--- src/rtl/sram_ctrl_pkg.sv ---
package sram_ctrl_pkg;

  typedef enum logic [2:0] {
    ST_IDLE,
    ST_READ,
    ST_WRITE,
    ST_HOLD,
    ST_DONE
  } seq_state_e;

  // cycles needed to cover a nanosecond limit, never fewer than one
  function automatic int cycles_for(input int limit_ns, input int period_ns);
    int c;
    c = (limit_ns + period_ns - 1) / period_ns;
    return (c < 1) ? 1 : c;
  endfunction

  function automatic int imax(input int a, input int b);
    return (a > b) ? a : b;
  endfunction

endpackage

--- src/rtl/sram_phase_timer.sv ---
module sram_phase_timer #(
  parameter int CNT_W = 3
) (
  input  logic             clk,
  input  logic             rst,
  input  logic             load,
  input  logic [CNT_W-1:0] load_val,
  output logic [CNT_W-1:0] cnt,
  output logic             last
);

  always_ff @(posedge clk) begin
    if (rst) begin
      cnt <= '0;
    end else if (load) begin
      cnt <= load_val;
    end else if (cnt != '0) begin
      cnt <= cnt - 1'b1;
    end
  end

  assign last = (cnt == CNT_W'(1));

  AST_CNT_PARKS_AT_ZERO: assert property (@(posedge clk) disable iff (rst)
    (cnt == '0 && !load) |=> (cnt == '0));

endmodule

--- src/rtl/sram_seq_fsm.sv ---
module sram_seq_fsm
  import sram_ctrl_pkg::*;
#(
  parameter int CNT_W     = 3,
  parameter int RD_CYC    = 4,
  parameter int WR_CYC    = 4,
  parameter int DRV_LIMIT = 2
) (
  input  logic             clk,
  input  logic             rst,
  input  logic             req_valid,
  input  logic             req_write,
  input  logic [CNT_W-1:0] cnt,
  input  logic             last,
  output logic             req_ready,
  output logic             accept,
  output logic             load,
  output logic [CNT_W-1:0] load_val,
  output logic             sel,
  output logic             we_low,
  output logic             drive,
  output logic             capture,
  output logic             done
);

  seq_state_e state, state_nx;

  assign req_ready = (state == ST_IDLE);
  assign accept    = req_valid && req_ready;
  assign load      = accept;
  assign load_val  = req_write ? CNT_W'(WR_CYC) : CNT_W'(RD_CYC);

  always_comb begin
    state_nx = state;
    unique case (state)
      ST_IDLE:  if (accept) state_nx = req_write ? ST_WRITE : ST_READ;
      ST_READ:  if (last)   state_nx = ST_DONE;
      ST_WRITE: if (last)   state_nx = ST_HOLD;
      ST_HOLD:              state_nx = ST_DONE;
      ST_DONE:              state_nx = ST_IDLE;
      default:              state_nx = ST_IDLE;
    endcase
  end

  always_ff @(posedge clk) begin
    if (rst) state <= ST_IDLE;
    else     state <= state_nx;
  end

  // bus is driven once the RAM has had time to float, and one cycle after
  assign sel     = (state == ST_READ) || (state == ST_WRITE);
  assign we_low  = (state == ST_WRITE);
  assign drive   = ((state == ST_WRITE) && (cnt <= CNT_W'(DRV_LIMIT))) ||
                   (state == ST_HOLD);
  assign capture = (state == ST_READ) && last;
  assign done    = (state == ST_DONE);

  AST_DONE_ONE_CYCLE: assert property (@(posedge clk) disable iff (rst)
    done |=> !done);

  AST_ACCEPT_BLOCKS: assert property (@(posedge clk) disable iff (rst)
    accept |=> !req_ready);

endmodule

--- src/rtl/sram_bus_stage.sv ---
module sram_bus_stage #(
  parameter int ADDR_W = 15,
  parameter int DATA_W = 8
) (
  input  logic              clk,
  input  logic              rst,
  input  logic              accept,
  input  logic [ADDR_W-1:0] req_addr,
  input  logic [DATA_W-1:0] req_wdata,
  input  logic              capture,
  input  logic              sel,
  input  logic              we_low,
  input  logic              drive,
  input  logic [DATA_W-1:0] mem_dq_in,
  output logic [ADDR_W-1:0] mem_addr,
  output logic [DATA_W-1:0] mem_dq_out,
  output logic              mem_dq_oe,
  output logic              mem_ce_n,
  output logic              mem_ce2,
  output logic              mem_we_n,
  output logic [DATA_W-1:0] rsp_rdata
);

  logic [ADDR_W-1:0] addr_q;
  logic [DATA_W-1:0] wdata_q;
  logic [DATA_W-1:0] rdata_q;

  // address is registered on the same edge that opens the phase
  always_ff @(posedge clk) begin
    if (rst) begin
      addr_q  <= '0;
      wdata_q <= '0;
    end else if (accept) begin
      addr_q  <= req_addr;
      wdata_q <= req_wdata;
    end
  end

  always_ff @(posedge clk) begin
    if (rst)          rdata_q <= '0;
    else if (capture) rdata_q <= mem_dq_in;
  end

  assign mem_addr   = addr_q;
  assign mem_dq_out = wdata_q;
  assign mem_dq_oe  = drive;
  assign mem_ce_n   = !sel;
  assign mem_ce2    = sel;
  assign mem_we_n   = !we_low;
  assign rsp_rdata  = rdata_q;

  AST_STROBE_NEEDS_SELECT: assert property (@(posedge clk) disable iff (rst)
    !mem_we_n |-> (!mem_ce_n && mem_ce2));

  AST_DRIVE_WINDOW: assert property (@(posedge clk) disable iff (rst)
    mem_dq_oe |-> (!mem_we_n || $past(!mem_we_n)));

  AST_READ_BUS_FREE: assert property (@(posedge clk) disable iff (rst)
    (!mem_ce_n && mem_we_n) |-> (!mem_dq_oe && !$past(mem_dq_oe)));

  AST_WRITE_KEEPS_RDATA: assert property (@(posedge clk) disable iff (rst)
    !mem_we_n |=> $stable(rsp_rdata));

endmodule

--- src/rtl/sram_strobe_ctrl.sv ---
module sram_strobe_ctrl
  import sram_ctrl_pkg::*;
#(
  parameter int ADDR_W    = 15,
  parameter int DATA_W    = 8,
  parameter int CLK_NS    = 10,
  parameter int T_RC_NS   = 35,
  parameter int T_WC_NS   = 35,
  parameter int T_WP_NS   = 25,
  parameter int T_AW_NS   = 30,
  parameter int T_DW_NS   = 20,
  parameter int T_WHZ_NS  = 15
) (
  input  logic              clk,
  input  logic              rst,
  input  logic              req_valid,
  output logic              req_ready,
  input  logic              req_write,
  input  logic [ADDR_W-1:0] req_addr,
  input  logic [DATA_W-1:0] req_wdata,
  output logic              rsp_valid,
  output logic [DATA_W-1:0] rsp_rdata,
  output logic [ADDR_W-1:0] mem_addr,
  output logic [DATA_W-1:0] mem_dq_out,
  output logic              mem_dq_oe,
  input  logic [DATA_W-1:0] mem_dq_in,
  output logic              mem_ce_n,
  output logic              mem_ce2,
  output logic              mem_we_n
);

  localparam int RD_CYC    = cycles_for(T_RC_NS, CLK_NS);
  localparam int WHZ_CYC   = cycles_for(T_WHZ_NS, CLK_NS);
  localparam int DW_CYC    = cycles_for(T_DW_NS, CLK_NS);
  localparam int WR_CYC    = imax(imax(cycles_for(T_WC_NS, CLK_NS),
                                       cycles_for(T_WP_NS, CLK_NS)),
                                  imax(cycles_for(T_AW_NS, CLK_NS),
                                       WHZ_CYC + DW_CYC));
  localparam int DRV_LIMIT = WR_CYC - WHZ_CYC;
  localparam int CNT_W     = $clog2(imax(RD_CYC, WR_CYC) + 1);

  logic             accept, load, last;
  logic [CNT_W-1:0] load_val, cnt;
  logic             sel, we_low, drive, capture, done;

  sram_phase_timer #(.CNT_W(CNT_W)) u_timer (
    .clk      (clk),
    .rst      (rst),
    .load     (load),
    .load_val (load_val),
    .cnt      (cnt),
    .last     (last)
  );

  sram_seq_fsm #(
    .CNT_W     (CNT_W),
    .RD_CYC    (RD_CYC),
    .WR_CYC    (WR_CYC),
    .DRV_LIMIT (DRV_LIMIT)
  ) u_fsm (
    .clk       (clk),
    .rst       (rst),
    .req_valid (req_valid),
    .req_write (req_write),
    .cnt       (cnt),
    .last      (last),
    .req_ready (req_ready),
    .accept    (accept),
    .load      (load),
    .load_val  (load_val),
    .sel       (sel),
    .we_low    (we_low),
    .drive     (drive),
    .capture   (capture),
    .done      (done)
  );

  sram_bus_stage #(.ADDR_W(ADDR_W), .DATA_W(DATA_W)) u_bus (
    .clk        (clk),
    .rst        (rst),
    .accept     (accept),
    .req_addr   (req_addr),
    .req_wdata  (req_wdata),
    .capture    (capture),
    .sel        (sel),
    .we_low     (we_low),
    .drive      (drive),
    .mem_dq_in  (mem_dq_in),
    .mem_addr   (mem_addr),
    .mem_dq_out (mem_dq_out),
    .mem_dq_oe  (mem_dq_oe),
    .mem_ce_n   (mem_ce_n),
    .mem_ce2    (mem_ce2),
    .mem_we_n   (mem_we_n),
    .rsp_rdata  (rsp_rdata)
  );

  assign rsp_valid = done;

  AST_IDLE_DESELECTED: assert property (@(posedge clk) disable iff (rst)
    req_ready |-> (mem_ce_n && !mem_ce2));

  AST_RSP_NEEDS_PHASE: assert property (@(posedge clk) disable iff (rst)
    rsp_valid |-> $past(!req_ready));

endmodule

--- config.mk ---
export PLATFORM = sky130hd
export DESIGN_NAME = sram_strobe_ctrl
export DESIGN_NICKNAME = d
export VERILOG_FILES = /design/src/rtl/sram_ctrl_pkg.sv /design/src/rtl/sram_phase_timer.sv /design/src/rtl/sram_seq_fsm.sv /design/src/rtl/sram_bus_stage.sv /design/src/rtl/sram_strobe_ctrl.sv
export SDC_FILE = /design/constraint.sdc
export NUM_CORES = 1
export LEC_CHECK = 0
export BUFFER_PORTS_ARGS = -buffer_cell sky130_fd_sc_hd__buf_2
export CAP_MARGIN = 0
export CORE_ASPECT_RATIO = 0.5
export CORE_UTILIZATION = 49
export DETAILED_ROUTE_END_ITERATION = 6
export PLACE_DENSITY = 0.93
export SYNTH_ARGS = -nofsm -noshare
export SYNTH_HDL_FRONTEND = slang
export SYNTH_SLANG_ARGS = --single-unit
--- constraint.sdc ---
create_clock -name clk -period 2.69 [get_ports clk]
set_input_delay 0.4035 -clock clk [delete_from_list [all_inputs] [get_ports clk]]
set_output_delay 0.4035 -clock clk [all_outputs]
set_load 0.005 [all_outputs]
==> impl_metrics.yaml <==
placement:
  dp_hpwl_um: 2280
  place_congestion: 0.813
  numPortBuffers: 71
  post_dp_cell_area_um2: 1900
sta:
  drv_slew: 0
  finalCritPeriodShare_pct: 68.5
  slew_headroom_pct: 54.1
  fin_setup_tns_ns: 0
  clock.fmax_ghz: 0.542
  setup_violations: 0
  worstMarginPinSlew_ns: 0.688
  min_period_ns: 1.84
  fin_worst_skew_ns: 0.00648
  hold_viol: 0
  rsz0062_at_grt: "no"
power:
  peakVddDrop_uv: 480
  power.leakage_uw: 0.000960
  power.density_nw_per_um2: 791
yosys:
  netlist.top_cell.by_area: "dfxtp_1"
  synth_nets: 220
  yosys_warnings: 0
  netlist_area_um2: 1580
  synth.distinct_cells: 28
  synthCells: 181
  synth_area_leaders: "dfxtp_1 (47%), nand2_1 (11%), a21oi_1 (7.9%)"
  ys_seq_elements: 37
  synth_top_area_share_pct: 47.0
  avgSynthCellArea_um2: 8.70
  ys_seq_area_share_pct: 47.0
worst_setup_path:
  cp.arrival_ns: 1.44
  worstPathRequired_ns: 2.29
  setup.worst_path.end_class: "primary output"
  worstPathMaxFanout: 3
  r2r-end: "u_bus.mem_addr[6]$_SDFFE_PP0P_"
  r2r_setup_slack_ns: 1.02
  start_kind: "flop"
  worst-setup-path-type: "reg2out"
  r2r-start: "u_fsm.state[1]$_SDFFE_PP0P_"
  reg2reg_depth: 4
layout:
  drive_above_1_share_pct: 33.6
  nets: 285
  fill_cells: 244
  fin_area_um2: 2030
  fin_util_pct: 67.1
  area_growth_pct: 29.1
  antenna-diode-count: 0
grt:
  grt_pass1_vias: 1227
  grtUsageTotal_pct: 19.6
  antenna_found_initial: 0
  grt_pass1_wl_um: 5020
  grt_max_degree: 46
  grt_overflow: 0
die:
  io_pins: 72
  die_area_um2: 3460
  die_h_um: 42.1
  start_util_pct: 52.0
  die_w_um: 82.2
  coreArea_um2: 3030
  rows: 14
routing:
  wl_um: 3230
  wire_per_inst_um: 11.3
  dr.first_iter.drc_count: 57
  viasPerCell: 4.88
  detail-route-antenna-nets: 0
  drc: 0
  via_count: 1401
  dr.pass1.iters: 4
clock_tree:
  post-cts-setup-buffers: 0
  root_buffer: "clkbuf_8"
  clock_latency_ns: 0.29
  cts_made_buffers: 5
  hold_buffers: 0
  cts.sinks: 37
  cts_resized: 0
  ctsLongestPathBuffers: 2
  htree_num_levels: 2
  clk_pin_slew_ns: 0.08
  tritoncts: "done"
worst_hold_path:
  min-delay-start: "req_addr[1]"
  hold-path-cell-count: 3
  hold-path-endpoint: "u_bus.mem_addr[1]$_SDFFE_PP0P_"
  hold_class: "in2reg"
flow_run:
  maxCapViolCount: 0
run_status:
  status: "finished, final reports clean"
-- power breakdown --
group | internal [uW] | switching (uW)
Combinational | 176 | 197
Clock | 368 | 199
Sequential | 611 | 56.8
-- area by class of cell --
type	count	area, um^2	area share (%)
Clock buffer	5	68.8	3.38
Clock inverter	3	65.1	3.20
Inverter	6	22.5	1.11
Multi-Input combinational cell	124	723	35.6
Sequential cell	37	741	36.4
Tap cell	40	50.0	2.46
Timing Repair Buffer	72	363	17.8
-- critical path: stages (launching register included) --
cell and delay [ns]:
dfxtp_1 0.40, inv_1 0.11, ha_1 0.21, inv_1 0.05
a21oi_1 0.06, o211a_1 0.20, buf_2 0.12
-- synthesized netlist by cell type --
cell	count
a2111oi_0	1
a21oi_1	25
mux2_1	1
xor2_1	1
a21oi_2	1
nor2_1	4
buf_1	1
ha_1	4
dfxtp_1	37
and2_1	1
buf_6	4
nand3b_1	1
and3_1	1
clkbuf_1	4
nor3_1	3
nand2b_1	17
nand2_1	46
nor4_1	2
o211a_1	1
nor2b_1	1
buf_2	5
nor4b_1	1
inv_1	6
nor4b_4	1
a211oi_1	1
xnor2_1	1
or4b_4	1
mux2i_1	9
-- worst max-delay path by stage --
| stage | cells past startpoint | end | from | slack, ns |
|---|---|---|---|---|
| 2_1_floorplan | 6 | u_bus.mem_addr[0]$_SDFFE_PP0P_ | u_fsm.state[2]$_SDFFE_PP0P_ | 1.31 |
| 3_3_place_gp | 5 | u_bus.mem_addr[1]$_SDFFE_PP0P_ | req_valid | 1.09 |
| 4_1_cts | 6 | mem_dq_oe | u_timer.cnt[0]$_SDFFE_PP0P_ | 0.84 |
| 5_1_grt | 6 | mem_dq_oe | u_timer.cnt[0]$_SDFFE_PP0P_ | 0.73 |
| 6_report | 6 | mem_dq_oe | u_timer.cnt[0]$_SDFFE_PP0P_ | 0.85 |
| 3_5_place_dp | 4 | u_bus.mem_addr[5]$_SDFFE_PP0P_ | u_fsm.state[1]$_SDFFE_PP0P_ | 1.03 |
-- per-stage QoR --
stage / hold slack [ns] / worst slack [ns] / std cells / total power (uW)
4_1_cts: 0.341 / 0.835 / 287 / 1620
6_report: 0.347 / 0.846 / 287 / 1610
2_1_floorplan: 0.453 / 1.31 / 181 / 938
3_3_place_gp: 0.439 / 1.09 / 279 / 1020
5_1_grt: 0.346 / 0.729 / 287 / 1700
3_5_place_dp: 0.447 / 1.03 / 279 / 1050
-- sequential cells by signal, indices dropped and copies added (netlist names) --
register and cells:
u_bus.mem_addr 15, u_bus.mem_dq_out 8, u_bus.rsp_rdata 8, u_fsm.state 3
u_timer.cnt 3
-- logic make-up after synthesis --
kind of cell	after synthesis	synth area share [%]
AO/OA/AOI/OAI	29	10.2
XOR/XNOR	2	1.11
adder cells (fa/ha/maj)	4	3.18
buffers and inverters	20	7.07
flip-flops	37	47.0
multiplexers	10	6.43
AND/OR/NAND/NOR	79	25.0
-- metal layers --
metal,share of wire [%],vias to the layer above,GRT usage (%),wire [um]
li1,-,713,-,-
met1,45,641,21.8,1440
met2,49,42,34.4,1580
met3,5.8,5,6.96,186
met4,0.90,0,7.37,29
met5,0,-,0,0
-- layout by cell type, fill, tap and decap left out --
| cell type | n |
|---|---|
| nor3_1 | 3 |
| dfxtp_1 | 37 |
| a21oi_2 | 1 |
| a21oi_1 | 25 |
| nor4b_1 | 1 |
| mux2i_1 | 9 |
| buf_4 | 1 |
| o211a_1 | 1 |
| nand2_1 | 46 |
| nand3b_1 | 1 |
| a211oi_1 | 1 |
| xor2_1 | 1 |
| xnor2_1 | 1 |
| clkbuf_8 | 5 |
| ha_1 | 4 |
| nor2b_1 | 1 |
| buf_2 | 71 |
| a2111oi_0 | 1 |
| nor2_1 | 4 |
| nand2b_1 | 17 |
| or4b_4 | 1 |
| clkinv_2 | 1 |
| nor4_1 | 2 |
| and3_1 | 1 |
| nor4b_4 | 1 |
| bufinv_16 | 2 |
| and2_1 | 1 |
| mux2_1 | 1 |
| inv_1 | 6 |
Power figures use the tool's default switching activity.
